## config.mk

```make
export PLATFORM = sky130hd
export DESIGN_NAME = cfg_xfer_release
export DESIGN_NICKNAME = d
export VERILOG_FILES = /design/src/rtl/cfgx_pkg.sv /design/src/rtl/cfgx_sync.sv /design/src/rtl/cfgx_datapath.sv /design/src/rtl/cfgx_control.sv /design/src/rtl/cfg_xfer_release.sv
export SDC_FILE = /design/constraint.sdc
export NUM_CORES = 1
export LEC_CHECK = 0
export BUFFER_PORTS_ARGS = -buffer_cell sky130_fd_sc_hd__buf_2
export CAP_MARGIN = 40
export CELL_PAD_IN_SITES_DETAIL_PLACEMENT = 0
export CELL_PAD_IN_SITES_GLOBAL_PLACEMENT = 1
export CORE_AREA = 5 5 42 44
export CTS_CLUSTER_DIAMETER = 40
export CTS_CLUSTER_SIZE = 20
export DETAILED_ROUTE_END_ITERATION = 10
export DIE_AREA = 0 0 47 49
export PLACE_DENSITY_LB_ADDON = 0.1
export SYNTH_ARGS = -nofsm -noshare
export SYNTH_HDL_FRONTEND = slang
export SYNTH_SLANG_ARGS = --single-unit
```

## constraint.sdc

```tcl
create_clock -name clk -period 2.9 [get_ports clk]
set_input_delay 0.58 -clock clk [delete_from_list [all_inputs] [get_ports clk]]
set_output_delay 0.58 -clock clk [all_outputs]
set_load 0.005 [all_outputs]
```

## src/rtl/cfgx_pkg.sv

```systemverilog
package cfgx_pkg;

  localparam int NUM_EXT = 2;
  localparam int EXT_ARM_IDX = 0;
  localparam int EXT_TRIG_IDX = 1;

  typedef enum logic [1:0] {
    MODE_AUTO    = 2'd0,
    MODE_EVENT   = 2'd1,
    MODE_ARMTRIG = 2'd2,
    MODE_CLKSYNC = 2'd3
  } xferMode_e;

  // Strobes from control to datapath
  typedef struct packed {
    logic setArm;
    logic clrArm;
    logic fire;
  } xferStrobe_t;

  // Edge events from datapath to control
  typedef struct packed {
    logic eosRise;
    logic extArmRise;
    logic extTrigRise;
  } evtFlags_t;

endpackage

```

## src/rtl/cfgx_sync.sv

```systemverilog
module cfgx_sync #(
  parameter int STAGES = 2
) (
  input  logic clk,
  input  logic rstN,
  input  logic din,
  output logic dout
);

  logic [STAGES-1:0] chainQ;

  generate
    if (STAGES == 1) begin : g_single
      always_ff @(posedge clk or negedge rstN) begin
        if (!rstN) chainQ <= '0;
        else       chainQ <= din;
      end
    end else begin : g_multi
      always_ff @(posedge clk or negedge rstN) begin
        if (!rstN) chainQ <= '0;
        else       chainQ <= {chainQ[STAGES-2:0], din};
      end
    end
  endgenerate

  assign dout = chainQ[STAGES-1];

endmodule

```

## src/rtl/cfgx_datapath.sv

```systemverilog
module cfgx_datapath
  import cfgx_pkg::*;
#(
  parameter int SYNC_STAGES = 2
) (
  input  logic        clk,
  input  logic        rstN,
  input  logic        endOfStream,
  input  logic        extArm,
  input  logic        extTrig,
  input  xferStrobe_t strobe,
  output evtFlags_t   evt,
  output logic        armedQ,
  output logic        executeQ
);

  logic [NUM_EXT-1:0] rawExt;
  logic [NUM_EXT-1:0] syncExt;
  logic [NUM_EXT-1:0] syncPrevQ;
  logic [NUM_EXT-1:0] extRise;
  logic               eosPrevQ;

  assign rawExt[EXT_ARM_IDX]  = extArm;
  assign rawExt[EXT_TRIG_IDX] = extTrig;

  // One synchronizer per external line
  for (genvar g = 0; g < NUM_EXT; g++) begin : g_sync
    cfgx_sync #(.STAGES(SYNC_STAGES)) u_sync (
      .clk  (clk),
      .rstN (rstN),
      .din  (rawExt[g]),
      .dout (syncExt[g])
    );
  end

  always_ff @(posedge clk or negedge rstN) begin
    if (!rstN) begin
      syncPrevQ <= '0;
      eosPrevQ  <= 1'b0;
    end else begin
      syncPrevQ <= syncExt;
      eosPrevQ  <= endOfStream;
    end
  end

  assign extRise         = syncExt & ~syncPrevQ;
  assign evt.extArmRise  = extRise[EXT_ARM_IDX];
  assign evt.extTrigRise = extRise[EXT_TRIG_IDX];
  assign evt.eosRise     = endOfStream & ~eosPrevQ;

  // Arm latch: clear has priority so a release is always one-shot
  always_ff @(posedge clk or negedge rstN) begin
    if (!rstN)               armedQ <= 1'b0;
    else if (strobe.clrArm)  armedQ <= 1'b0;
    else if (strobe.setArm)  armedQ <= 1'b1;
  end

  always_ff @(posedge clk or negedge rstN) begin
    if (!rstN) executeQ <= 1'b0;
    else       executeQ <= strobe.fire;
  end

  // the pulse never stretches
  p_exec_single_r7: assert property (@(posedge clk) disable iff (!rstN)
    executeQ |=> !executeQ);

  // the arm latch is empty whenever a pulse is out
  p_disarm_on_fire_r7: assert property (@(posedge clk) disable iff (!rstN)
    executeQ |-> !armedQ);

endmodule

```

## src/rtl/cfgx_control.sv

```systemverilog
module cfgx_control
  import cfgx_pkg::*;
(
  input  logic        clk,
  input  logic        rstN,
  input  logic        modeWe,
  input  logic [1:0]  modeIn,
  input  logic        selArmIn,
  input  evtFlags_t   evt,
  input  logic        intArm,
  input  logic        intTrig,
  input  logic        clocksAligned,
  input  logic        armedIn,
  output xferStrobe_t strobe,
  output xferMode_e   modeQ
);

  logic selArmQ;
  logic armSrc;
  logic trigSrc;
  logic autoFire;

  always_ff @(posedge clk or negedge rstN) begin
    if (!rstN) begin
      modeQ   <= MODE_AUTO;
      selArmQ <= 1'b0;
    end else if (modeWe) begin
      modeQ   <= xferMode_e'(modeIn);
      selArmQ <= selArmIn;
    end
  end

  // Route arm and trigger sources according to the release policy
  always_comb begin
    armSrc   = 1'b0;
    trigSrc  = 1'b0;
    autoFire = 1'b0;
    case (modeQ)
      MODE_AUTO: begin
        autoFire = evt.eosRise;
      end
      MODE_EVENT: begin
        armSrc  = evt.eosRise;
        trigSrc = evt.extTrigRise;
      end
      MODE_ARMTRIG: begin
        if (selArmQ) begin
          armSrc  = evt.extArmRise;
          trigSrc = intTrig;
        end else begin
          armSrc  = intArm;
          trigSrc = evt.extTrigRise;
        end
      end
      MODE_CLKSYNC: begin
        armSrc  = evt.eosRise;
        trigSrc = clocksAligned;
      end
      default: begin
        armSrc   = 1'b0;
        trigSrc  = 1'b0;
        autoFire = 1'b0;
      end
    endcase
  end

  always_comb begin
    strobe.fire   = !modeWe && (autoFire || (armedIn && trigSrc));
    strobe.clrArm = modeWe || strobe.fire;
    strobe.setArm = !modeWe && armSrc;
  end

  // immediate mode never holds an arm
  p_auto_unarmed_r2: assert property (@(posedge clk) disable iff (!rstN)
    (modeQ == MODE_AUTO) |-> !armedIn);

  // a mode write leaves the block disarmed
  p_write_disarms_r9: assert property (@(posedge clk) disable iff (!rstN)
    modeWe |=> !armedIn);

endmodule

```

## src/rtl/cfg_xfer_release.sv

```systemverilog
module cfg_xfer_release
  import cfgx_pkg::*;
#(
  parameter int SYNC_STAGES = 2
) (
  input  logic       clk,
  input  logic       rstN,
  input  logic       modeWe,
  input  logic [1:0] modeIn,
  input  logic       selArmIn,
  input  logic       endOfStream,
  input  logic       extArm,
  input  logic       extTrig,
  input  logic       intArm,
  input  logic       intTrig,
  input  logic       clocksAligned,
  output logic       execute,
  output logic       armed
);

  xferStrobe_t strobe;
  evtFlags_t   evt;
  xferMode_e   modeQ;

  cfgx_control u_ctrl (
    .clk           (clk),
    .rstN          (rstN),
    .modeWe        (modeWe),
    .modeIn        (modeIn),
    .selArmIn      (selArmIn),
    .evt           (evt),
    .intArm        (intArm),
    .intTrig       (intTrig),
    .clocksAligned (clocksAligned),
    .armedIn       (armed),
    .strobe        (strobe),
    .modeQ         (modeQ)
  );

  cfgx_datapath #(.SYNC_STAGES(SYNC_STAGES)) u_dp (
    .clk         (clk),
    .rstN        (rstN),
    .endOfStream (endOfStream),
    .extArm      (extArm),
    .extTrig     (extTrig),
    .strobe      (strobe),
    .evt         (evt),
    .armedQ      (armed),
    .executeQ    (execute)
  );

  // no release can come out of an unarmed non-immediate mode
  p_unarmed_no_exec_r8: assert property (@(posedge clk) disable iff (!rstN)
    (modeQ != MODE_AUTO && !armed) |=> !execute);

  // a mode write suppresses the release of that cycle
  p_write_no_exec_r9: assert property (@(posedge clk) disable iff (!rstN)
    modeWe |=> !execute);

  // armed plus aligned clocks releases on the next edge
  p_clksync_fire_r6: assert property (@(posedge clk) disable iff (!rstN)
    (modeQ == MODE_CLKSYNC && armed && clocksAligned && !modeWe) |=> execute);

endmodule

```

======== Word level (Yosys, flattened, before mapping) ========
Cells that the tools add are included.
storage, ports and cells
  flip-flop bits (word level) ............. 12
cells by class
  multiplexer cells ....................... 7
  reductions and logical operators ........ 9
  equality and inequality tests ........... 3
  bitwise logic cells ..................... 4
operators by type and width
  cell                                                                   number
  1-bit two-way mux                                                      5
  2-bit equality test, second input constant                             2
  1-bit logical AND                                                      3
  1-bit one-hot mux with 3 select lines                                  1
  2-bit AND                                                              1
  2-bit by 1-bit equality test with 1-bit output, second input constant  1
  2-bit zero test                                                        1
  1-bit logical OR                                                       2
  2-bit NOT                                                              1
  1-bit one-hot mux with 2 select lines                                  1
  2-bit nonzero test                                                     1
  2-bit OR reduction                                                     1
  1-bit AND                                                              1
  1-bit zero test                                                        1
  1-bit NOT                                                              1

======== Logic depth before layout (Yosys ltp) ========
  depth in word-level cells ............... 9
  depth in mapped cells ................... 4
  mapped depth without buffers ............ 4

======== Hierarchy ========
A second synthesis with hierarchy kept.
unflattened totals
  cells, all modules ...................... 34
  area total of the unflattened synthesis .. 456.7 sq um
modules (own cells, without submodules)
  module         instances  area each (sq um)  cells an instance  seq. area each (sq um)
  cfgx_control   1          202.7              21                 75.1
  cfgx_datapath  1          153.9              9                  125.1
  cfgx_sync      2          50.0               2                  50.0

======== Worst setup path before layout ========
Ideal clock, no wire load.
  kind .................................... in2reg
  start ................................... in clocksAligned
  end ..................................... reg u_dp.armedQ
  slack ................................... 1.725 ns
  buffers on the path ..................... 0
  arrival time ............................ 1.081 ns
  required time ........................... 2.806 ns
  cell stages on the path ................. 4
  cells stage by stage .................... nand2_1 > o21ai_1 > a32oi_1 > nor4b_4
on the way
  longest elaborated chain between the ends .. 6
  elaborated cells on any way between the ends .. 7
  classes of those cells .................. mux (2); reduce/logical (5)
ends and longest elaborated chain
  what                                                     line                    source
  from (decl)                                              cfg_xfer_release.sv:16  input logic clocksAligned,
  1-bit one-hot mux with 3 select lines *                  cfgx_control.sv:38      case (modeQ)
  1-bit logical AND *                                      cfgx_control.sv:68      strobe.fire = !modeWe && (autoFire || (armedIn && trigSrc));
  1-bit logical OR *                                       cfgx_control.sv:68
  1-bit logical AND *                                      cfgx_control.sv:68
  1-bit logical OR *                                       cfgx_control.sv:69      strobe.clrArm = modeWe || strobe.fire;
  1-bit two-way mux or 2-bit nonzero test (tied branches)  --
  to (signal assigned)                                     cfgx_datapath.sv:53     if (!rstN) armedQ <= 1'b0;
  to (signal assigned)                                     cfgx_datapath.sv:54     else if (strobe.clrArm) armedQ <= 1'b0;
  to (signal assigned)                                     cfgx_datapath.sv:55     else if (strobe.setArm) armedQ <= 1'b1;
  to (decl)                                                cfgx_datapath.sv:13     output logic armedQ,
Mark *: on every way between the ends. The rest lies on a longest branch, timed or not.
A chain may end at the register's enable or synchronous reset.

======== Final worst setup path ========
  start ................................... reg u_dp.armedQ
  end ..................................... out armed
RTL lines
  what       line                    source
  to (decl)  cfg_xfer_release.sv:18  output logic armed
No word-level cell between the ends.

==> results.yml <==
floorplan:
  initial_core_util_pct: 32.9
  io_pins: 14
  fp-row-count: 14
  core_mm2: 0.00140
  dieArea_mm2: 0.00230
  die_h_um: 49
  dieWidth_um: 47
routing:
  route.detailed.drc: 0
  m1WireLength_um: 383
  ant_nets: 0
  dr.pass1.iters: 3
  met3RoutedLength_um: 84
  wl_per_cell_um: 12.8
  dr_wl_met2_um: 389
  drt-total-wl_um: 856
  vias: 320
  drt_iter0_markers: 1
  routed_via_density: 4.78
  routed.top_layer: "met3"
setup_path:
  cpMaxStageDelayCell: "dfrtp_1"
  critical_path_class: "flop to primary output"
  cp-start-kind: "flop"
  crit_family: "flip-flops"
  crit_arrival_ns: 0.83
  startpoint: "u_dp.armedQ$_DFFE_PN0P_"
  crit_buf_inv: 1
  crit_required_ns: 2.32
  crit_fanout: 5
  reg2reg_depth: 3
  path_cells: "buf_2"
  endpoint_kind: "primary output"
  r2r_start: "u_dp.armedQ$_DFFE_PN0P_"
  max_stage_delay_ns: 0.42
  worst-path-stages: 1
cells_and_area:
  layout-drive-gt1-share_pct: 39.2
  layout_commonest_cell: "buf_2"
  fillers: 147
  num_antenna_cells: 0
  syn2layout_area_growth_pct: 26.3
  fin_nets: 64
  layout_common_cells: "13 x buf_2, 12 x dfrtp_1, 3 x nand2_1, 3 x a21oi_1, 3 x clkbuf_4"
yosys:
  yosysUniqueCellTypes: 17
  syn_inst: 34
  async_flop_share_pct: 100
  ys_warn_count: 0
  syn-cell-area_um2: 462
  yosysSeqAreaShare_pct: 65.0
  yosysTopAreaCell: "dfrtp_1"
  synth.avg_cell_area_um2: 13.6
  synth_edf_count: 0
  synth_area_leaders: "dfrtp_1 65%, nor4b_4 5.1%, mux2_1 4.9%, a21oi_1 3.3%, nand2b_4 3.0%"
  yosys.area.top_type_share_pct: 65.0
  ys_seq_elements: 12
  ys.flop_type: "dfrtp_1"
  syn-num-nets: 46
clock_network:
  cts_buffer_depth: 2
  cts_sinks: 12
  hold_buffers: 0
  postCtsSetupBuffers: 0
  cts_tree: "built"
  numCtsBuffers: 3
  cts_root_buf: "clkbuf_4"
  clock_latency_ns: 0.27
  htreeDepth: 1
  cts_resized: 0
  clkTransAtPathRegs_ns: 0.08
min_path:
  hold_class: "primary input to asynchronous set/reset pin"
sta:
  setup_viol: 0
  period_needed_ns: 1.41
  drv_slew: 0
  grt_setup_unrepaired: "false"
  tightest_slew_ns: 0.370
  slew_headroom_pct: 75.2
  max_freq_ghz: 0.709
  timing.final.crit_share_pct: 48.7
  fin_setup_tns_ns: 0
  holdWs_ns: 0.173
  finClkSkew_ns: 0.00107
  hold_viol_final: 0
global_route:
  grt_usage_pct: 7.86
  antenna_found_initial: 0
  overflow: 0
  grt_max_degree: 13
  first_global_vias: 305
  grt_pass1_wl_um: 1280
power:
  leakagePower_nw: 0.283
  peakVddDrop_v: 0.000348
  powerDensity_mw_per_mm2: 612
run_status:
  status: "finished, final reports clean"
place:
  gp_congestion: 0.683
  portBuffers: 13
  hpwlAfterDp_um: 668
run:
  maxCapViolations: 0
-- through the flow --
step | instance area (µm²) | cells | power, mW | worst slack (ns) | utilization, %
6_report | 583 | 67 | 0.357 | 1.49 | 41.6
5_1_grt | 583 | 67 | 0.374 | 1.45 | 41.6
4_1_cts | 583 | 67 | 0.361 | 1.48 | 41.6
3_5_place_dp | 547 | 63 | 0.229 | 1.54 | 39.0
3_3_place_gp | 547 | 63 | 0.226 | 1.58 | 39.0
2_1_floorplan | 462 | 34 | 0.209 | 1.72 | -
-- worst paths after layout --
kind                                                        endpoint  slack [ns]
setup / recovery                                               armed        1.49
hold / removal                           u_dp.syncPrevQ[0]$_DFF_PN0_        0.17
setup reg to reg                             u_dp.armedQ$_DFFE_PN0P_        1.80
hold reg to reg            u_dp.g_sync[1].u_sync.chainQ[1]$_DFF_PN0_        0.35
max in group asynchronous                    u_dp.armedQ$_DFFE_PN0P_        2.51
min in group clk           u_dp.g_sync[1].u_sync.chainQ[1]$_DFF_PN0_        0.35
-- per-layer routing --
metal,vias up,track usage (%)
met5,-,0
met4,0,4.15
met3,0,2.21
met2,11,11.3
met1,153,10.3
li1,156,-
-- cells by family (layout without fill, tap and decap cells) --
family / Yosys count / after routing / share of synthesized area (%)
muxes: 3 / 3 / 7.05
DFF: 12 / 12 / 65.0
buffers and inverters: 1 / 18 / 0.812
and+or+nand+nor: 11 / 11 / 18.7
AOI/OAI and AO/OA: 7 / 7 / 8.40
-- area by class of cell --
type / count / area, µm² / share of cell area [%]
clock buffers: 4 / 36.3 / 6.22
inverters: 1 / 3.75 / 0.644
multi-input cells: 21 / 158 / 27.0
flip-flops and latches: 12 / 300 / 51.5
well taps: 16 / 20.0 / 3.43
repair buffers: 13 / 65.1 / 11.2
-- flip-flops by register name (all words and copies together), names as in the netlist --
register,count
u_dp.armedQ,1
u_dp.eosPrevQ,1
u_ctrl.selArmQ,1
u_dp.syncPrevQ,2
u_dp.executeQ,1
u_dp.g_sync.u_sync.chainQ,4
u_ctrl.modeQ,2
-- power breakdown --
| part | internal [mW] | total [mW] | switching (mW) |
|---|---|---|---|
| clock network | 0.0762 | 0.133 | 0.0563 |
| logic | 0.0192 | 0.0373 | 0.0180 |
| registers | 0.178 | 0.187 | 0.00860 |
-- synth_stat cells, drive strengths merged, types with 2 or more instances --
cell type,count
dfrtp,12
a21oi,3
nand2,3
nand2b,3
o21ai,3
mux2,2
Power figures use the tool's default switching activity.
